<file path="src/rtl/dma_chan_pkg.sv">
package dma_chan_pkg;

    typedef enum logic [1:0] {
        CH_IDLE    = 2'd0,
        CH_RUN     = 2'd1,
        CH_LASTPKT = 2'd2,
        CH_DRAIN   = 2'd3
    } ch_state_e;

    localparam int FLAG_EOT = 0;
    localparam int FLAG_BUF = 1;
    localparam int FLAG_DSC = 2;
    localparam int NFLAG    = 3;

endpackage

</file>
<file path="src/rtl/dma_chan_counter.sv">
module dma_chan_counter #(
    parameter int CNT_W = 16
) (
    input  logic             clk,
    input  logic             rst,
    input  logic             load,
    input  logic [CNT_W-1:0] len,
    input  logic             dec,
    output logic [CNT_W-1:0] cnt,
    output logic             hit_zero
);

    localparam logic [CNT_W-1:0] ONE = CNT_W'(1);

    always_ff @(posedge clk) begin
        if (rst) begin
            cnt <= '0;
        end else if (load) begin
            cnt <= len;
        end else if (dec && (cnt != '0)) begin
            cnt <= cnt - ONE;
        end
    end

    // the strobe that consumes the final byte of the buffer
    assign hit_zero = dec && (cnt == ONE);

endmodule

</file>
<file path="src/rtl/dma_chan_fsm.sv">
module dma_chan_fsm
    import dma_chan_pkg::*;
(
    input  logic             clk,
    input  logic             rst,
    input  logic             ctrl_wr,
    input  logic             ctrl_en,
    input  logic             ctrl_ldnxt,
    input  logic             desc_ld,
    input  logic             dev_eot,
    input  logic             pkt_done,
    input  logic             fifo_empty,
    input  logic             hit_zero,
    input  logic             active,
    output ch_state_e        state,
    output logic             load,
    output logic [NFLAG-1:0] set_vec
);

    ch_state_e state_d;
    logic      ldnxt_q;
    logic      go;
    logic      stop;

    assign go   = ctrl_wr && ctrl_en;
    assign stop = ctrl_wr && !ctrl_en;

    // state register and the load-next control bit
    always_ff @(posedge clk) begin
        if (rst) begin
            state   <= CH_IDLE;
            ldnxt_q <= 1'b0;
        end else begin
            state <= state_d;
            if (ctrl_wr) begin
                ldnxt_q <= ctrl_ldnxt;
            end
        end
    end

    // next state and transition outputs
    always_comb begin
        state_d = state;
        load    = 1'b0;
        set_vec = '0;
        unique case (state)
            CH_IDLE: begin
                if (go) begin
                    state_d = CH_RUN;
                    load    = 1'b1;
                end else if (desc_ld && ldnxt_q) begin
                    state_d           = CH_RUN;
                    load              = 1'b1;
                    set_vec[FLAG_DSC] = 1'b1;
                end
            end
            CH_RUN: begin
                if (go) begin
                    load = 1'b1;
                end else if (hit_zero) begin
                    state_d           = CH_IDLE;
                    set_vec[FLAG_BUF] = 1'b1;
                end else if (dev_eot && pkt_done) begin
                    state_d           = CH_IDLE;
                    set_vec[FLAG_EOT] = 1'b1;
                end else if (dev_eot) begin
                    state_d = CH_LASTPKT;
                end else if (stop) begin
                    state_d = active ? CH_DRAIN : CH_IDLE;
                end
            end
            CH_LASTPKT: begin
                if (go) begin
                    state_d = CH_RUN;
                    load    = 1'b1;
                end else if (hit_zero) begin
                    state_d           = CH_IDLE;
                    set_vec[FLAG_BUF] = 1'b1;
                end else if (pkt_done) begin
                    state_d           = CH_IDLE;
                    set_vec[FLAG_EOT] = 1'b1;
                end else if (stop) begin
                    state_d = active ? CH_DRAIN : CH_IDLE;
                end
            end
            CH_DRAIN: begin
                if (go) begin
                    state_d = CH_RUN;
                    load    = 1'b1;
                end else if (hit_zero) begin
                    state_d           = CH_IDLE;
                    set_vec[FLAG_BUF] = 1'b1;
                end else if (fifo_empty) begin
                    state_d = CH_IDLE;
                end
            end
        endcase
    end

endmodule

</file>
<file path="src/rtl/dma_chan_flags.sv">
module dma_chan_flags #(
    parameter int NF = 3
) (
    input  logic          clk,
    input  logic          rst,
    input  logic [NF-1:0] set_vec,
    input  logic          clr,
    input  logic          grant,
    input  logic          enable,
    input  logic          pkt_done,
    output logic [NF-1:0] flags,
    output logic          active
);

    // sticky flags: a set in the same cycle as a read survives
    for (genvar gi = 0; gi < NF; gi++) begin : g_sticky
        always_ff @(posedge clk) begin
            if (rst) begin
                flags[gi] <= 1'b0;
            end else begin
                flags[gi] <= set_vec[gi] | (flags[gi] & ~clr);
            end
        end
    end

    always_ff @(posedge clk) begin
        if (rst) begin
            active <= 1'b0;
        end else if (pkt_done) begin
            active <= 1'b0;
        end else if (grant && enable) begin
            active <= 1'b1;
        end
    end

endmodule

</file>
<file path="src/rtl/dma_chan_status.sv">
module dma_chan_status
    import dma_chan_pkg::*;
#(
    parameter int CNT_W = 16
) (
    input  logic               clk,
    input  logic               rst,
    input  logic               ctrl_wr,
    input  logic               ctrl_en,
    input  logic               ctrl_ldnxt,
    input  logic [CNT_W-1:0]   len_in,
    input  logic               byte_stb,
    input  logic               dev_eot,
    input  logic               pkt_done,
    input  logic               grant,
    input  logic               fifo_empty,
    input  logic               desc_ld,
    input  logic               stat_rd,
    output logic [CNT_W+15:0]  status
);

    ch_state_e        state;
    logic             load;
    logic [NFLAG-1:0] set_vec;
    logic [NFLAG-1:0] flags;
    logic             active;
    logic             enable;
    logic [CNT_W-1:0] cnt;
    logic             hit_zero;

    assign enable = (state != CH_IDLE);

    dma_chan_fsm u_fsm (
        .clk        (clk),
        .rst        (rst),
        .ctrl_wr    (ctrl_wr),
        .ctrl_en    (ctrl_en),
        .ctrl_ldnxt (ctrl_ldnxt),
        .desc_ld    (desc_ld),
        .dev_eot    (dev_eot),
        .pkt_done   (pkt_done),
        .fifo_empty (fifo_empty),
        .hit_zero   (hit_zero),
        .active     (active),
        .state      (state),
        .load       (load),
        .set_vec    (set_vec)
    );

    dma_chan_counter #(.CNT_W(CNT_W)) u_cnt (
        .clk      (clk),
        .rst      (rst),
        .load     (load),
        .len      (len_in),
        .dec      (byte_stb && enable),
        .cnt      (cnt),
        .hit_zero (hit_zero)
    );

    dma_chan_flags #(.NF(NFLAG)) u_flags (
        .clk      (clk),
        .rst      (rst),
        .set_vec  (set_vec),
        .clr      (stat_rd),
        .grant    (grant),
        .enable   (enable),
        .pkt_done (pkt_done),
        .flags    (flags),
        .active   (active)
    );

    assign status = {cnt, 9'b0, flags[FLAG_DSC], flags[FLAG_BUF],
                     flags[FLAG_EOT], 2'b0, active, enable};

endmodule

</file>
<file path="config.mk">
export PLATFORM = sky130hd
export DESIGN_NAME = dma_chan_status
export DESIGN_NICKNAME = d
export VERILOG_FILES = /design/src/rtl/dma_chan_pkg.sv /design/src/rtl/dma_chan_counter.sv /design/src/rtl/dma_chan_fsm.sv /design/src/rtl/dma_chan_flags.sv /design/src/rtl/dma_chan_status.sv
export SDC_FILE = /design/constraint.sdc
export NUM_CORES = 1
export LEC_CHECK = 0
export BUFFER_PORTS_ARGS = -buffer_cell sky130_fd_sc_hd__clkbuf_2
export CAP_MARGIN = 20
export CORE_AREA = 2 2 68 57
export CTS_CLUSTER_SIZE = 12
export DETAILED_ROUTE_END_ITERATION = 7
export DIE_AREA = 0 0 70 59
export PLACE_DENSITY = 0.77
export SLEW_MARGIN = 15
export SYNTH_ARGS = -nofsm -noshare
export SYNTH_HDL_FRONTEND = slang
export SYNTH_HIERARCHICAL = 1
export SYNTH_SLANG_ARGS = --single-unit
</file>
<file path="constraint.sdc">
create_clock -name clk -period 2.8 [get_ports clk]
set_input_delay 0.56 -clock clk [delete_from_list [all_inputs] [get_ports clk]]
set_output_delay 0.56 -clock clk [all_outputs]
set_load 0.01 [all_outputs]
</file>
Yosys cells after proc, flatten, opt, wreduce, memory -nomap -nowiden
Cells that the tools add are included.

word-level totals
  flip-flop bits (word level) = 23
  input port bits = 28
  output and inout port bits = 32
  logic and storage cells = 71

operators by class
  add/subtract/negate cells = 1
  equality and inequality tests = 7
  multiplexer cells = 33
  bitwise logic cells = 7
  reduce and logical (&&, ||, !) cells = 16

operators with widths
  operator                                               count
  two-way mux 16 bit                                     2
  two-way mux 2 bit                                      16
  == test 16 x 1 -> 1 bit, second input constant         1
  nonzero test 16 bit                                    1
  subtractor 16 x 1 -> 16 bit, second input constant     1
  two-way mux 1 bit                                      11
  logical AND 1 bit                                      8
  case mux 2 bit (4 select lines)                        1
  == test 2 bit, second input constant                   2
  inequality test 4 x 3 -> 1 bit, second input constant  1
  case mux 1 bit (2 select lines)                        2
  nonzero test 2 bit                                     2
  AND 1 bit                                              3
  inequality test 3 x 1 -> 1 bit, second input constant  1
  OR 1 bit                                               3
  case mux 1 bit (3 select lines)                        1
  AND reduction 3 bit                                    1
  OR reduction 3 bit                                     1
  == test 2 x 1 -> 1 bit, second input constant          1
  zero test 2 bit                                        1
  inequality test 2 bit, second input constant           1
  OR reduction 2 bit                                     1
  zero test 1 bit                                        1
  inverter 1 bit                                         1

Depth between registers and ports, before layout
  depth after elaboration = 8
  gate-level depth with buffers = 8
  mapped depth without buffers = 7

Cells and area by module
Netlist, hierarchy kept.

by module, submodules not included
  module            times used  cells an instance  area an instance (µm²)
  dma_chan_counter  1           126                1,057.3
  dma_chan_fsm      1           42                 320.3
  dma_chan_flags    1           15                 135.1
  dma_chan_status   1           16                 115.1

Worst setup path before layout
OpenSTA, ideal clock, no wires.

  path kind = reg-to-reg
  start = register u_cnt.cnt[3]
  end = register u_fsm.state[1]
  library setup time = 0.070 ns
  arrival time = 2.517 ns
  required time = 2.730 ns
  slack = 0.213 ns
  cell stages (with the launch flop) = 8
  path buffers = 0
  clock period less this slack = 2.587 ns
  cells stage by stage = dfxtp_1 -> or4_4 -> nor4_2 -> and4b_1 -> nor3b_1 -> o31a_1 -> or4_1 -> a21oi_1

between the ends
  longest elaborated chain between the ends = 5
  elaborated cells on any way between the ends = 11

ends and longest elaborated chain
  element                               RTL line                                                    RTL
  start, declared                       dma_chan_counter.sv:9                                       output logic [CNT_W-1:0] cnt,
  start signal, assigned                dma_chan_counter.sv:19                                      cnt <= len;
  start signal, assigned                dma_chan_counter.sv:21                                      cnt <= cnt - ONE;
  == test 16 x 1 -> 1 bit *             dma_chan_counter.sv:26                                      assign hit_zero = dec && (cnt == ONE);
  logical AND 1 bit *                   dma_chan_counter.sv:26
  net hit_zero                          dma_chan_status.sv:29                                       logic hit_zero;
  two-way mux 2 bit (on tied branches)  dma_chan_fsm.sv:90, dma_chan_fsm.sv:60, dma_chan_fsm.sv:76
  two-way mux 2 bit (on tied branches)  dma_chan_fsm.sv:87, dma_chan_fsm.sv:58, dma_chan_fsm.sv:73
  case mux 2 bit (4 select lines)       dma_chan_fsm.sv:46                                          unique case (state)
  end signal, assigned                  dma_chan_fsm.sv:34                                          state <= state_d;
  end, declared                         dma_chan_fsm.sv:15                                          output ch_state_e state,

Mark *: on every way through the listed nets, which the timed path passes. The rest lies on a longest branch. The select of a mux whose other input is x is not followed.
A chain may end at the register's enable or synchronous reset.

Final worst setup path
  start = register u_cnt.cnt[4]
  end = register u_fsm.state[1]

Same word-level chain as after synthesis.

==> results_dict.tcl <==
set metrics [dict create \
    avgRoutedWirePerCell_um 14.2 \
    htree_num_levels 1 \
    reg2reg_from "u_cnt/cnt[4]" \
    via_count 1637 \
    async_reset_ff_share_pct 0 \
    avgViaCountPerCell 5.63 \
    p_per_area_nw_per_um2 471 \
    dr.pass1.iters 4 \
    place.gp.congestion 0.931 \
    final_area_um2 1940 \
    dp.cells 287 \
    grt_max_degree 24 \
    fillers 323 \
    die_x_um 70 \
    synth-seq-cells 23 \
    synth_edf_count 0 \
    path_max_fanout 6 \
    core_area_um2 3380 \
    clock_latency_ns 0.26 \
    die_h_um 59 \
    critPathMaxStageDelay_ns 0.60 \
    fin_cells 291 \
    leakage_uw 0.000812 \
    r2r_slack_ns 0.16 \
    slew_headroom_pct 57.4 \
    syn_inst 199 \
    setup_tns_ns 0 \
    setup_viol 0 \
    critPathRequiredTime_ns 2.99 \
    grtUsageTotal_pct 19.8 \
    grt_pass1_wl_mm 6.48 \
    worstSetupPathType "flop to flop" \
    placed_cell_area_um2 1890 \
    hold_depth 2 \
    slowest_stage "or4_4" \
    cts_sinks 23 \
    hp-start "u_flags/flags[0]" \
    min_period_ns 2.64 \
    avgSynthCellArea_um2 8.18 \
    grt_overflow_total 0 \
    synth.distinct_cells 54 \
    cts_tree "yes" \
    clock-skew-final_ns 0.00495 \
    drc 0 \
    vdd_drop_max_v 0.000248 \
    first_global_vias 1351 \
    synth_ff_type "dfxtp_1" \
    r2r-end "u_fsm/state[1]" \
    area_delta_synth_final_pct 19.3 \
    maxCapViolCount 0 \
    cp-start-kind "flop" \
    ys_warn_count 6 \
    syn_area_um2 1630 \
    post_cts_buffers 0 \
    clk_path_buf_depth 2 \
    worstSetupEndpointType "flop" \
    holdBufCountCts 0 \
    arrival_ns 2.83 \
    rows 19 \
    wl_mm 4.14 \
    numPortBuffers 48 \
    tightest_slew_ns 0.634 \
    path_cells "or4_4, nor4_4, and4b_1, nor3b_1, o31a_1, or4_1, a21oi_1" \
    ff2ff_path_depth 7 \
    postRouteAntennaNets 0 \
    drive_above_1_share_pct 27.3 \
    cts-buffers-inserted 3 \
    critPathBufInv 0 \
    antenna_found_initial 0 \
    diodes 0 \
    finalMaxSlewViolations 0 \
    outcome "completed" \
    io_pins 60 \
    finalNetCount 284 \
    critPathTopFamily "simple AND/OR/NAND/NOR gates" \
    min_to "u_flags/flags[0]" \
    drtIter0Drc 144 \
    yosysSeqAreaShare_pct 28.3 \
    post-route-period-util_pct 94.3 \
    hold_viol_final 0 \
    fmax_mhz 379 \
    dieArea_um2 4130 \
    hp-class "flop to flop" \
    clk_pin_slew_ns 0.09 \
    initial_core_util_pct 48.2 \
    rsz0062_at_grt "no" \
    cts_root_buf "clkbuf_8" \
    dp_hpwl_mm 3.11 \
]
==> Yosys cell counts, types with 4 or more instances <==
cell	count	area share, %
or4_1	5	2.3
o21ai_0	6	1.8
nor3_1	5	1.5
nand2_1	10	2.3
inv_1	15	3.5
ha_1	6	4.6
a221oi_1	4	2.2
or4b_1	4	2.5
clkbuf_1	5	1.2
nand3_1	4	1.2
a21oi_1	15	4.6
nand2b_1	5	1.9
nor2_1	19	4.4
dfxtp_1	23	28
a311oi_1	8	4.3
buf_4	13	6.0
==> layer usage <==
layer	vias up	GRT usage, %	wire length, um
met5	-	0	0
met4	0	4.95	34
met3	2	4.08	350
met2	75	29.0	1720
met1	733	29.8	2040
li1	827	-	-
==> layout make-up <==
type | count | area [um2] | area share, %
Clock buffer | 3 | 41.3 | 2.13
Clock inverter | 1 | 5.00 | 0.258
Inverter | 15 | 56.3 | 2.90
Multi-Input combinational cell | 153 | 1040 | 53.6
Sequential cell | 23 | 460 | 23.7
Tap cell | 42 | 52.6 | 2.71
Timing Repair Buffer | 54 | 285 | 14.7
==> cell families after synthesis <==
family	synth area share [%]
AND/OR/NAND/NOR	30.6
AO/OA/AOI/OAI	24.5
buffers and inverters	10.6
flip-flops	28.3
adder cells (fa/ha/maj)	4.61
other	0.230
XOR/XNOR	0.538
multiplexers	0.615
==> registers in the layout, indices dropped and copies added (netlist names) <==
name            cells
u_flags/active      1
u_fsm/state         2
u_cnt/cnt          16
u_fsm/ldnxt_q       1
u_flags/flags       3
==> worst max path at each step <==
stage,endpoint,slack [ns],from,cells after the start
after floorplan,u_fsm/state[1],0.21,u_cnt/cnt[3],7
after global placement,u_fsm/state[1],0.23,u_cnt/cnt[4],7
after detailed placement,u_fsm/state[1],0.17,u_cnt/cnt[4],7
after CTS,u_fsm/state[1],0.16,u_cnt/cnt[4],7
after global routing,u_fsm/state[1],0.05,u_cnt/cnt[4],7
final,u_fsm/state[1],0.16,u_cnt/cnt[4],7
==> cells in the final DEF, fill, tap and decap left out, drive strengths merged, types with 2 or more instances in the layout <==
cell / count
clkbuf: 51
dfxtp: 23
nor2: 19
inv: 15
a21oi: 15
conb: 11
nand2: 10
a311oi: 9
o21ai: 7
or4: 7
buf: 6
ha: 6
nor3: 6
nand2b: 5
a221oi: 5
or4b: 4
nand3: 4
nor4: 4
nor2b: 3
nand3b: 3
or3: 3
nor3b: 2
a211oi: 2
a31oi: 2
o41ai: 2
nor4b: 2
or2: 2
==> through the flow <==
| step | utilization (%) | power [uW] | hold slack (ns) | worst slack (ns) |
|---|---|---|---|---|
| after global routing | 57.5 | 972 | 0.495 | 0.0459 |
| after floorplan | - | 608 | 0.477 | 0.213 |
| after global placement | 55.9 | 695 | 0.459 | 0.230 |
| after detailed placement | 55.9 | 702 | 0.463 | 0.173 |
| after CTS | 57.3 | 912 | 0.478 | 0.155 |
| final | 57.5 | 915 | 0.475 | 0.160 |
==> worst min-delay path: stages, from the launching register on <==
cell and delay [ns]:
dfxtp_1 0.32, nand2b_1 0.06, a21oi_1 0.06
==> power by group <==
| group | internal [uW] | total (uW) | switching [uW] |
|---|---|---|---|
| Combinational | 129 | 309 | 180 |
| Sequential | 355 | 397 | 42.1 |
| Clock | 99.4 | 209 | 109 |
| Total | 583 | 915 | 332 |
==> what timing repair did <==
item / CTS / global route
gates resized for setup: 0 / 1
setup endpoints to repair: 0 / 1
endpoints found under the hold margin: 0 / 0
(Power assumes the default switching activity.)
